==> src/rtl/rxwb_pkg.sv <==
package rxwb_pkg;

   typedef enum logic [2:0] {
      ST_IDLE,
      ST_F0,
      ST_F1,
      ST_F2,
      ST_F3,
      ST_RX,
      ST_END,
      ST_WB
   } rxwb_state_t;

   // flag bit positions
   localparam int unsigned FLG_DONE = 0;
   localparam int unsigned FLG_NSUM = 1;
   localparam int unsigned FLG_NOBUF = 2;
   localparam int unsigned FLG_ASUM = 3;
   localparam int unsigned FLG_N = 4;

   // descriptor field positions the engine decodes
   localparam int unsigned OWN_BIT = 31;
   localparam int unsigned WRAP_BIT = 15;

   localparam logic [15:0] WB_STATUS_LO = 16'h0300;
   localparam int unsigned WORD_BYTES = 4;
   localparam logic [7:0] ALL_ONES_BYTE = 8'hFF;

endpackage

==> src/rtl/rxwb_packer.sv <==
module rxwb_packer #(
   parameter int AW = 32,
   parameter int LEN_W = 14
) (
   input  logic             clk,
   input  logic             rst_n,
   input  logic             clear,
   input  logic             beat,
   input  logic [7:0]       byte_in,
   input  logic             last,
   input  logic             store_en,
   input  logic [AW-1:0]    buf_addr,
   output logic             wr_pend,
   output logic [AW-1:0]    wr_addr,
   output logic [31:0]      wr_data,
   output logic [3:0]       wr_be,
   output logic [LEN_W-1:0] byte_cnt
);
   import rxwb_pkg::*;

   localparam int LANES = WORD_BYTES;
   localparam int LANE_W = $clog2(LANES);

   logic [LEN_W-1:0]  cnt_q;
   logic [31:0]       acc_q;
   logic [31:0]       acc_n;
   logic [LANES-1:0]  be_n;
   logic [LANE_W-1:0] lane;
   logic              word_done;
   logic [LEN_W-1:0]  word_off;

   assign lane      = cnt_q[LANE_W-1:0];
   assign word_done = beat && ((lane == {LANE_W{1'b1}}) || last);
   assign word_off  = {cnt_q[LEN_W-1:LANE_W], {LANE_W{1'b0}}};
   assign byte_cnt  = cnt_q;

   // each lane either takes the new byte or keeps what it holds;
   // lanes below the current one are valid for this word
   for (genvar g = 0; g < LANES; g++) begin : g_lane
      assign acc_n[g*8 +: 8] = (lane == LANE_W'(g)) ? byte_in : acc_q[g*8 +: 8];
      assign be_n[g]         = (LANE_W'(g) <= lane);
   end

   always_ff @(posedge clk or negedge rst_n) begin
      if (!rst_n) begin
         cnt_q   <= '0;
         acc_q   <= '0;
         wr_pend <= 1'b0;
         wr_addr <= '0;
         wr_data <= '0;
         wr_be   <= '0;
      end else if (clear) begin
         cnt_q   <= '0;
         wr_pend <= 1'b0;
      end else begin
         wr_pend <= word_done && store_en;
         if (beat) begin
            acc_q <= acc_n;
            cnt_q <= cnt_q + LEN_W'(1);
         end
         if (word_done) begin
            wr_data <= acc_n;
            wr_be   <= be_n;
            wr_addr <= buf_addr + AW'(word_off);
         end
      end
   end

endmodule

==> src/rtl/rxwb_dest_class.sv <==
module rxwb_dest_class #(
   parameter int ADDR_BYTES = 6,
   parameter int IDX_W = 14
) (
   input  logic             clk,
   input  logic             rst_n,
   input  logic             clear,
   input  logic             beat,
   input  logic [7:0]       byte_in,
   input  logic [IDX_W-1:0] byte_idx,
   output logic             is_bcast,
   output logic             is_mcast
);
   import rxwb_pkg::*;

   logic ones_q;
   logic group_q;
   logic in_dst;

   assign in_dst   = byte_idx < IDX_W'(ADDR_BYTES);
   assign is_bcast = ones_q;
   assign is_mcast = group_q && !ones_q;

   always_ff @(posedge clk or negedge rst_n) begin
      if (!rst_n) begin
         ones_q  <= 1'b0;
         group_q <= 1'b0;
      end else if (clear) begin
         ones_q  <= 1'b1;
         group_q <= 1'b0;
      end else if (beat && in_dst) begin
         ones_q <= ones_q && (byte_in == ALL_ONES_BYTE);
         if (byte_idx == '0) group_q <= byte_in[0];
      end
   end

endmodule

==> src/rtl/rxwb_counters.sv <==
module rxwb_counters #(
   parameter int CNT_W = 32,
   parameter int ADD_W = 16
) (
   input  logic             clk,
   input  logic             rst_n,
   input  logic             bump,
   input  logic [ADD_W-1:0] add_bytes,
   input  logic             is_bcast,
   input  logic             is_mcast,
   output logic [CNT_W-1:0] cnt_bytes,
   output logic [CNT_W-1:0] cnt_frames,
   output logic [CNT_W-1:0] cnt_bcast,
   output logic [CNT_W-1:0] cnt_mcast
);
   localparam int N_UNIT = 3;

   logic [N_UNIT-1:0] hit;
   logic [CNT_W-1:0]  bytes_q;

   assign hit = {is_mcast, is_bcast, 1'b1};

   for (genvar g = 0; g < N_UNIT; g++) begin : g_unit
      logic [CNT_W-1:0] q;
      always_ff @(posedge clk or negedge rst_n) begin
         if (!rst_n)                q <= '0;
         else if (bump && hit[g])   q <= q + CNT_W'(1);
      end
   end

   always_ff @(posedge clk or negedge rst_n) begin
      if (!rst_n)    bytes_q <= '0;
      else if (bump) bytes_q <= bytes_q + CNT_W'(add_bytes);
   end

   assign cnt_bytes  = bytes_q;
   assign cnt_frames = g_unit[0].q;
   assign cnt_bcast  = g_unit[1].q;
   assign cnt_mcast  = g_unit[2].q;

endmodule

==> src/rtl/rxwb_engine.sv <==
module rxwb_engine #(
   parameter int AW = 32,
   parameter int LEN_W = 14,
   parameter int CNT_W = 32,
   parameter int DESC_BYTES = 32,
   parameter int MIN_LEN = 12,
   parameter int CRC_LEN = 4,
   parameter int ADDR_BYTES = 6
) (
   input  logic                    clk,
   input  logic                    rst_n,
   input  logic                    rx_start,
   input  logic                    base_wr,
   input  logic [AW-1:0]           base_addr,
   input  logic [3:0]              flag_clr,
   input  logic                    in_valid,
   input  logic [7:0]              in_data,
   input  logic                    in_last,
   output logic                    in_ready,
   output logic                    mem_req,
   output logic                    mem_wr,
   output logic [AW-1:0]           mem_addr,
   output logic [3:0]              mem_be,
   output logic [31:0]             mem_wdata,
   input  logic [31:0]             mem_rdata,
   output logic [AW-1:0]           cur_desc,
   output logic [3:0]              flags,
   output logic [CNT_W-1:0]        cnt_bytes,
   output logic [CNT_W-1:0]        cnt_frames,
   output logic [CNT_W-1:0]        cnt_bcast,
   output logic [CNT_W-1:0]        cnt_mcast
);
   import rxwb_pkg::*;

   localparam int OFF_SIZE = 4;
   localparam int OFF_BUF  = 8;
   localparam int WB_LEN_W = 16;

   // elaboration-time parameter checks
   if (LEN_W > WB_LEN_W - 1) begin : g_bad_len
      $error("LEN_W must leave room for the CRC bytes in a 16-bit field");
   end
   if (AW > 32 || AW < LEN_W) begin : g_bad_aw
      $error("AW must lie between LEN_W and 32");
   end
   if (DESC_BYTES < OFF_BUF + 4 || (DESC_BYTES % 4) != 0) begin : g_bad_desc
      $error("DESC_BYTES must be a multiple of 4 holding three words");
   end
   if (MIN_LEN < ADDR_BYTES) begin : g_bad_min
      $error("MIN_LEN must cover the destination address");
   end

   rxwb_state_t state_q, state_n;

   logic             own_q;
   logic             wrap_q;
   logic [AW-1:0]    buf_q;
   logic [AW-1:0]    cur_q;
   logic [AW-1:0]    base_q;
   logic [FLG_N-1:0] flags_q;
   logic [FLG_N-1:0] flag_set;

   logic             fetch_req;
   logic [AW-1:0]    fetch_addr;
   logic             beat;
   logic             pk_pend;
   logic [AW-1:0]    pk_addr;
   logic [31:0]      pk_data;
   logic [3:0]       pk_be;
   logic [LEN_W-1:0] pk_cnt;
   logic             cls_bcast;
   logic             cls_mcast;
   logic             is_runt;
   logic             stored;
   logic             in_wb;
   logic [WB_LEN_W-1:0] wb_len;

   assign in_ready = (state_q == ST_RX);
   assign beat     = in_ready && in_valid;
   assign is_runt  = pk_cnt < LEN_W'(MIN_LEN);
   assign stored   = !is_runt && own_q;
   assign in_wb    = (state_q == ST_WB);
   assign wb_len   = WB_LEN_W'(pk_cnt) + WB_LEN_W'(CRC_LEN);

   // ---------------- control ----------------
   always_comb begin
      state_n    = state_q;
      fetch_req  = 1'b0;
      fetch_addr = cur_q;
      unique case (state_q)
         ST_IDLE: if (rx_start && in_valid) state_n = ST_F0;
         ST_F0: begin
            fetch_req = 1'b1;
            state_n   = ST_F1;
         end
         ST_F1: begin
            fetch_req  = 1'b1;
            fetch_addr = cur_q + AW'(OFF_SIZE);
            state_n    = ST_F2;
         end
         ST_F2: begin
            fetch_req  = 1'b1;
            fetch_addr = cur_q + AW'(OFF_BUF);
            state_n    = ST_F3;
         end
         ST_F3: state_n = ST_RX;
         ST_RX: if (in_valid && in_last) state_n = ST_END;
         ST_END: state_n = stored ? ST_WB : ST_IDLE;
         ST_WB: state_n = ST_IDLE;
         default: state_n = ST_IDLE;
      endcase
   end

   always_ff @(posedge clk or negedge rst_n) begin
      if (!rst_n) state_q <= ST_IDLE;
      else        state_q <= state_n;
   end

   // descriptor capture: read data arrives one cycle after its request
   always_ff @(posedge clk or negedge rst_n) begin
      if (!rst_n) begin
         own_q  <= 1'b0;
         wrap_q <= 1'b0;
         buf_q  <= '0;
      end else begin
         if (state_q == ST_F1) own_q  <= mem_rdata[OWN_BIT];
         if (state_q == ST_F2) wrap_q <= mem_rdata[WRAP_BIT];
         if (state_q == ST_F3) buf_q  <= mem_rdata[AW-1:0];
      end
   end

   // ring pointer
   always_ff @(posedge clk or negedge rst_n) begin
      if (!rst_n) begin
         base_q <= '0;
         cur_q  <= '0;
      end else if (base_wr) begin
         base_q <= base_addr;
         cur_q  <= base_addr;
      end else if (in_wb) begin
         cur_q <= wrap_q ? base_q : cur_q + AW'(DESC_BYTES);
      end
   end
   assign cur_desc = cur_q;

   // sticky flags, set wins over clear
   always_comb begin
      flag_set = '0;
      if (state_q == ST_END) begin
         if (is_runt) begin
            flag_set[FLG_DONE] = 1'b1;
            flag_set[FLG_NSUM] = 1'b1;
         end else if (!own_q) begin
            flag_set[FLG_NOBUF] = 1'b1;
            flag_set[FLG_ASUM]  = 1'b1;
         end
      end
      if (in_wb) begin
         flag_set[FLG_DONE] = 1'b1;
         flag_set[FLG_NSUM] = 1'b1;
      end
   end

   always_ff @(posedge clk or negedge rst_n) begin
      if (!rst_n) flags_q <= '0;
      else        flags_q <= (flags_q & ~flag_clr) | flag_set;
   end
   assign flags = flags_q;

   // ---------------- memory port ----------------
   always_comb begin
      mem_req   = fetch_req || pk_pend || in_wb;
      mem_wr    = 1'b0;
      mem_addr  = fetch_addr;
      mem_be    = '0;
      mem_wdata = '0;
      if (in_wb) begin
         mem_wr    = 1'b1;
         mem_addr  = cur_q;
         mem_be    = 4'hF;
         mem_wdata = {wb_len, WB_STATUS_LO};
      end else if (pk_pend) begin
         mem_wr    = 1'b1;
         mem_addr  = pk_addr;
         mem_be    = pk_be;
         mem_wdata = pk_data;
      end
   end

   // ---------------- datapath units ----------------
   rxwb_packer #(
      .AW    (AW),
      .LEN_W (LEN_W)
   ) u_pack (
      .clk      (clk),
      .rst_n    (rst_n),
      .clear    (state_q == ST_F0),
      .beat     (beat),
      .byte_in  (in_data),
      .last     (in_last),
      .store_en (own_q),
      .buf_addr (buf_q),
      .wr_pend  (pk_pend),
      .wr_addr  (pk_addr),
      .wr_data  (pk_data),
      .wr_be    (pk_be),
      .byte_cnt (pk_cnt)
   );

   rxwb_dest_class #(
      .ADDR_BYTES (ADDR_BYTES),
      .IDX_W      (LEN_W)
   ) u_class (
      .clk      (clk),
      .rst_n    (rst_n),
      .clear    (state_q == ST_F0),
      .beat     (beat),
      .byte_in  (in_data),
      .byte_idx (pk_cnt),
      .is_bcast (cls_bcast),
      .is_mcast (cls_mcast)
   );

   rxwb_counters #(
      .CNT_W (CNT_W),
      .ADD_W (WB_LEN_W)
   ) u_cnt (
      .clk        (clk),
      .rst_n      (rst_n),
      .bump       (in_wb),
      .add_bytes  (wb_len),
      .is_bcast   (cls_bcast),
      .is_mcast   (cls_mcast),
      .cnt_bytes  (cnt_bytes),
      .cnt_frames (cnt_frames),
      .cnt_bcast  (cnt_bcast),
      .cnt_mcast  (cnt_mcast)
   );

endmodule

==> config.mk <==
export PLATFORM = sky130hd
export DESIGN_NAME = rxwb_engine
export DESIGN_NICKNAME = d
export VERILOG_FILES = /design/src/rtl/rxwb_pkg.sv /design/src/rtl/rxwb_packer.sv /design/src/rtl/rxwb_dest_class.sv /design/src/rtl/rxwb_counters.sv /design/src/rtl/rxwb_engine.sv
export SDC_FILE = /design/constraint.sdc
export NUM_CORES = 1
export LEC_CHECK = 0
export BUFFER_PORTS_ARGS = -buffer_cell sky130_fd_sc_hd__buf_2
export CORE_MARGIN = 8
export CORE_UTILIZATION = 50
export DETAILED_ROUTE_END_ITERATION = 8
export GPL_TIMING_DRIVEN = 0
export PLACE_DENSITY_LB_ADDON = 0.12
export SYNTH_ARGS = -nofsm -noshare
export SYNTH_HDL_FRONTEND = slang
export SYNTH_SLANG_ARGS = --single-unit
==> constraint.sdc <==
create_clock -name clk -period 6.4 [get_ports clk]
set_input_delay 0.96 -clock clk [delete_from_list [all_inputs] [get_ports clk]]
set_output_delay 0.96 -clock clk [all_outputs]
set_load 0.1 [all_outputs]
==> summary by stage <==
Logic synthesis
The synthesis-stage register bit count is 350. The share of synthesized area occupied by flip-flops and latches is 46.78%. The number of nets produced by synthesis is 2096. The number of cells produced by synthesis is 1969. The main flop type after synthesis is sky130_fd_sc_hd__dfrtp_1. The share of synthesized flip-flops with an asynchronous set or reset is 100.0%. The combined area of all synthesized cells is 0.01872 mm². In this run, distinct cell masters in the synthesized netlist total 88. During synthesis, Yosys emitted a total of 0 warnings. In this run the mean area of a mapped cell was 9.508 µm². Counting flops with a built-in enable in the synthesized netlist gives 0.

Power and ir drop
The maximum ir drop on the vdd rail is 291.7 µV. Power spread over the standard cell area amounts to 375.4 mW/mm². The power consumption is 8.389 mW. The cell leakage power is 10.97 nW.

STA
The fmax is 0.1856 GHz. Setup violations remaining at the end of the flow were counted as 0. The clock period minus worst slack is 5388 ps. Setup total negative slack on the finished layout was measured at 0 ps. The actual slew at the worst max-slew pin is 1068 ps. The max-slew violation count is 0.

Setup repair after global routing left no endpoint under its margin. After layout, the worst path uses 84.19% of the clock period. In this run the tightest slew margin relative to its limit is 28.64%. The number of hold violations in the final report is 0. The final worst clock skew is 29.20 ps.

Critical path
For the worst setup path, the data arrival time is 4430 ps. The worst setup path is launched from a register. The worst-path maximum fanout is 10. The worst setup path is of the reg -> out kind. Walking the worst path, the cells encountered are nand3_2 > clkbuf_1 > clkbuf_1 > clkbuf_1 > a21oi_1 > a21oi_1 > buf_2. For the worst setup path, the data required time is 5440 ps. On the critical path, the stage with the largest delay is an instance of sky130_fd_sc_hd__clkbuf_1.

Together, buffers and inverters on the worst path number 4. The cell family contributing the most delay on the critical path is buffers and inverters. The endpoint kind of the worst setup timing path is an output pin. The maximum cell stage delay along the critical path is 770 ps. The most numerous cell type found on the critical path is sky130_fd_sc_hd__clkbuf_1.

Place
Buffers placed on the I/O ports in this run total 307. Summed over all nets, the half-perimeter wirelength after detailed placement is 45970 µm. The number of cells in the design after placement is 2753. The weighted congestion at the end of routability-driven global placement is 0.9715.

The cell area after placement is 0.02094 mm².

Global routing
The via count of the first global-routing pass is 15940. The first-pass GRT wire length is 94940 µm. The initial antenna violation count is 0.

Entering global routing, the biggest net connects 115 pins. The overall track demand over capacity in global routing is 27.36%. Global routing finished with a remaining overflow of 0.

Floorplanning
The number of placement rows is 71. From left edge to right edge, the die measures 209.5 µm. In this run the standard cell core region covers 0.03731 mm².

For this configuration, the core starts out at a cell density of 50.18%. 317 I/O pins were placed. In this run the vertical extent of the chip is 209.5 µm.

The die outline area is 0.04389 mm².

Drt
The detailed router used layers up to and including met4. The routed wire length is 61580 µm. The number of remaining DRC errors is 0.

Once detail routing completed, the nets flagged for antenna violations numbered 0. After detailed routing, the number of vias per cell comes to 5.826. The met3 routed wirelength is 4438 µm. The DRC marker count from the first detailed-route iteration is 1423. The total met2 wirelength after detailed routing is 27770 µm. For this run, the detailed router's first-pass iteration total came to 5. The sum of routed wire segments on met1 is 27290 µm. In the final routed layout, each cell accounts on average for 21.79 µm. The routed layout has 16460 vias.

Min path
The min-delay analysis places its worst path in the category in -> async.

Run status
The run finished with clean final reports.

Clock network
The quantity of hold-fixing buffers added after cts is 0. TritonCTS built the clock tree. The number of buffers inserted to repair setup after CTS is 0.

The clock slew at the register clock pins of the worst setup and hold paths is 60 ps. CTS saw 350 sinks. In this run the deepest clock path goes through 3 buffers. Gates resized during post-CTS repair numbered 0. The later-pin clock latency in the skew report is 560 ps. The clock tree root driver cell is sky130_fd_sc_hd__clkbuf_16. TritonCTS created 40 clock buffers. The H-tree was split into 2 levels.

Job
The max-cap check violation count is 0.

Finish
The count of nets after finishing is 2448. The area growth from synthesis to layout is 19.35%. The number of standard cells in the final layout excluding fillers is 2826. The number of inserted filler cells in the final layout is 3303.

The share of cells above drive strength 1 is 22.29%. After routing the design area is 0.02235 mm².
-- stage by stage --
stage,setup slack (ps),utilization (%),hold WS (ps)
2_1_floorplan,845.8,-,434.8
3_3_place_gp,-2461,55.89,447.4
3_5_place_dp,1612,56.13,457.0
4_1_cts,993.1,59.88,194.1
5_1_grt,885.4,59.88,205.1
6_report,1012,59.89,220.4
-- cell usage in the layout, fill, tap and decap left out, drive strengths merged, types with 4 or more instances in the layout --
master   Yosys  final
a2111oi      4      4
a211oi      13     13
a21o        15     15
a21oi       85     85
a22oi        8      8
a31oi       11     11
and2        13     13
and3        58     58
and4        17     17
buf         41    351
bufinv       0      5
clkbuf      72    127
clkinv       0     12
dfrtp      350    350
ha          43     43
inv         56     56
mux2        72     72
mux2i       36     36
nand2      297    297
nand2b      10     10
nand3       75     75
nand3b       4      4
nand4       42     42
nor2       126    126
nor2b        5      5
nor3        37     37
nor3b        5      5
nor4         7      7
o211ai      15     15
o21a        14     14
o21ai      171    171
o221ai       7      7
o22ai        9      9
o311ai       4      4
o31ai       20     20
or2          4      4
or3         10     10
or4          7      7
xnor2       90     90
xor2        76     76
-- power by group --
group          total, mW  internal, mW  switching [mW]
Sequential          3.06          2.65           0.411
Combinational       2.90         0.755            2.15
Clock               2.43          1.48           0.941
Total               8.39          4.89            3.50
-- per-layer routing --
layer	GRT usage [%]	vias up
li1	-	7626
met1	38.30	8037
met2	41.76	675
met3	5.340	125
met4	10.06	0
met5	0	-
-- synth_stat cells (all sizes together) (3+ instances only) --
| cell type | n | share of area, % |
|---|---|---|
| dfrtp | 350 | 47 |
| inv | 56 | 1.1 |
| o31a | 3 | 0.15 |
| clkbuf | 72 | 1.5 |
| a31oi | 11 | 0.37 |
| nor2 | 126 | 2.7 |
| nor4 | 7 | 0.23 |
| nand3 | 75 | 2.1 |
| nor2b | 5 | 0.17 |
| o211a | 3 | 0.16 |
| a21oi | 85 | 2.3 |
| nor3 | 37 | 1.1 |
| nand2b | 10 | 0.33 |
| nand2 | 297 | 6.0 |
| o21a | 14 | 0.56 |
| xnor2 | 90 | 4.2 |
| or4 | 7 | 0.28 |
| a22oi | 8 | 0.32 |
| buf | 41 | 1.1 |
| ha | 43 | 2.9 |
| a21o | 15 | 0.60 |
| o21ai | 171 | 4.6 |
| nand4 | 42 | 1.5 |
| a2111oi | 4 | 0.32 |
| a211oi | 13 | 0.52 |
| nor3b | 5 | 0.23 |
| or2 | 4 | 0.13 |
| o311ai | 4 | 0.23 |
| mux2 | 72 | 4.3 |
| and4 | 17 | 0.82 |
| nand3b | 4 | 0.16 |
| a2bb2oi | 3 | 0.14 |
| o221ai | 7 | 0.36 |
| xor2 | 76 | 3.6 |
| and2 | 13 | 0.43 |
| and3 | 58 | 1.9 |
| or3 | 10 | 0.39 |
| o31ai | 20 | 0.88 |
| o22ai | 9 | 0.30 |
| o211ai | 15 | 0.67 |
| mux2i | 36 | 1.9 |
-- final cells by class --
class	instances	area, µm²	area share, %
multi-input cells	1450	9260	41.44
repair buffers	310	1629	7.290
diodes	1	2.502	0.01120
well taps	474	593.1	2.654
plain buffers	113	493.0	2.206
clock inverters	17	229.0	1.025
inverters	56	210.2	0.9407
flip-flops and latches	350	8758	39.20
clock buffers	55	1170	5.235
-- flip-flops by register name, indices dropped and copies added, names as in the netlist, 3 cells and up --
| register | count |
|---|---|
| buf_q | 32 |
| u_pack.wr_be | 4 |
| base_q | 32 |
| u_cnt.cnt_mcast | 32 |
| u_pack.wr_addr | 32 |
| state_q | 3 |
| u_cnt.cnt_frames | 32 |
| u_pack.byte_cnt | 14 |
| cur_desc | 32 |
| u_cnt.cnt_bcast | 32 |
| u_pack.wr_data | 32 |
| flags | 4 |
| u_cnt.cnt_bytes | 32 |
| u_pack.acc_q | 32 |
-- cells by family after synthesis --
kind of cell	after synthesis	share of synthesized area (%)
and+or+nand+nor	722	18.73
muxes	108	6.255
xor gates and xnor gates	166	7.766
AOI/OAI and AO/OA	409	13.62
buffers and inverters	169	3.756
DFF	350	46.78
adders and majority gates	45	3.088
-- worst paths after layout --
check	start	end	slack, ps	depth (start not counted)
setup reg to reg	u_pack.byte_cnt[2]	u_cnt.cnt_bytes[24]	2270	14
setup / recovery	state_q[2]	mem_addr[9]	1010	7
max in group asynchronous	rst_n	u_pack.acc_q[7]	4840	3
hold reg to reg	u_cnt.cnt_mcast[31]	u_cnt.cnt_mcast[31]	460	1
min in group clk	u_cnt.cnt_mcast[31]	u_cnt.cnt_mcast[31]	460	1
hold / removal	rst_n	cur_desc[17]	220	1
Note: power is estimated with default switching activity, not from simulation.
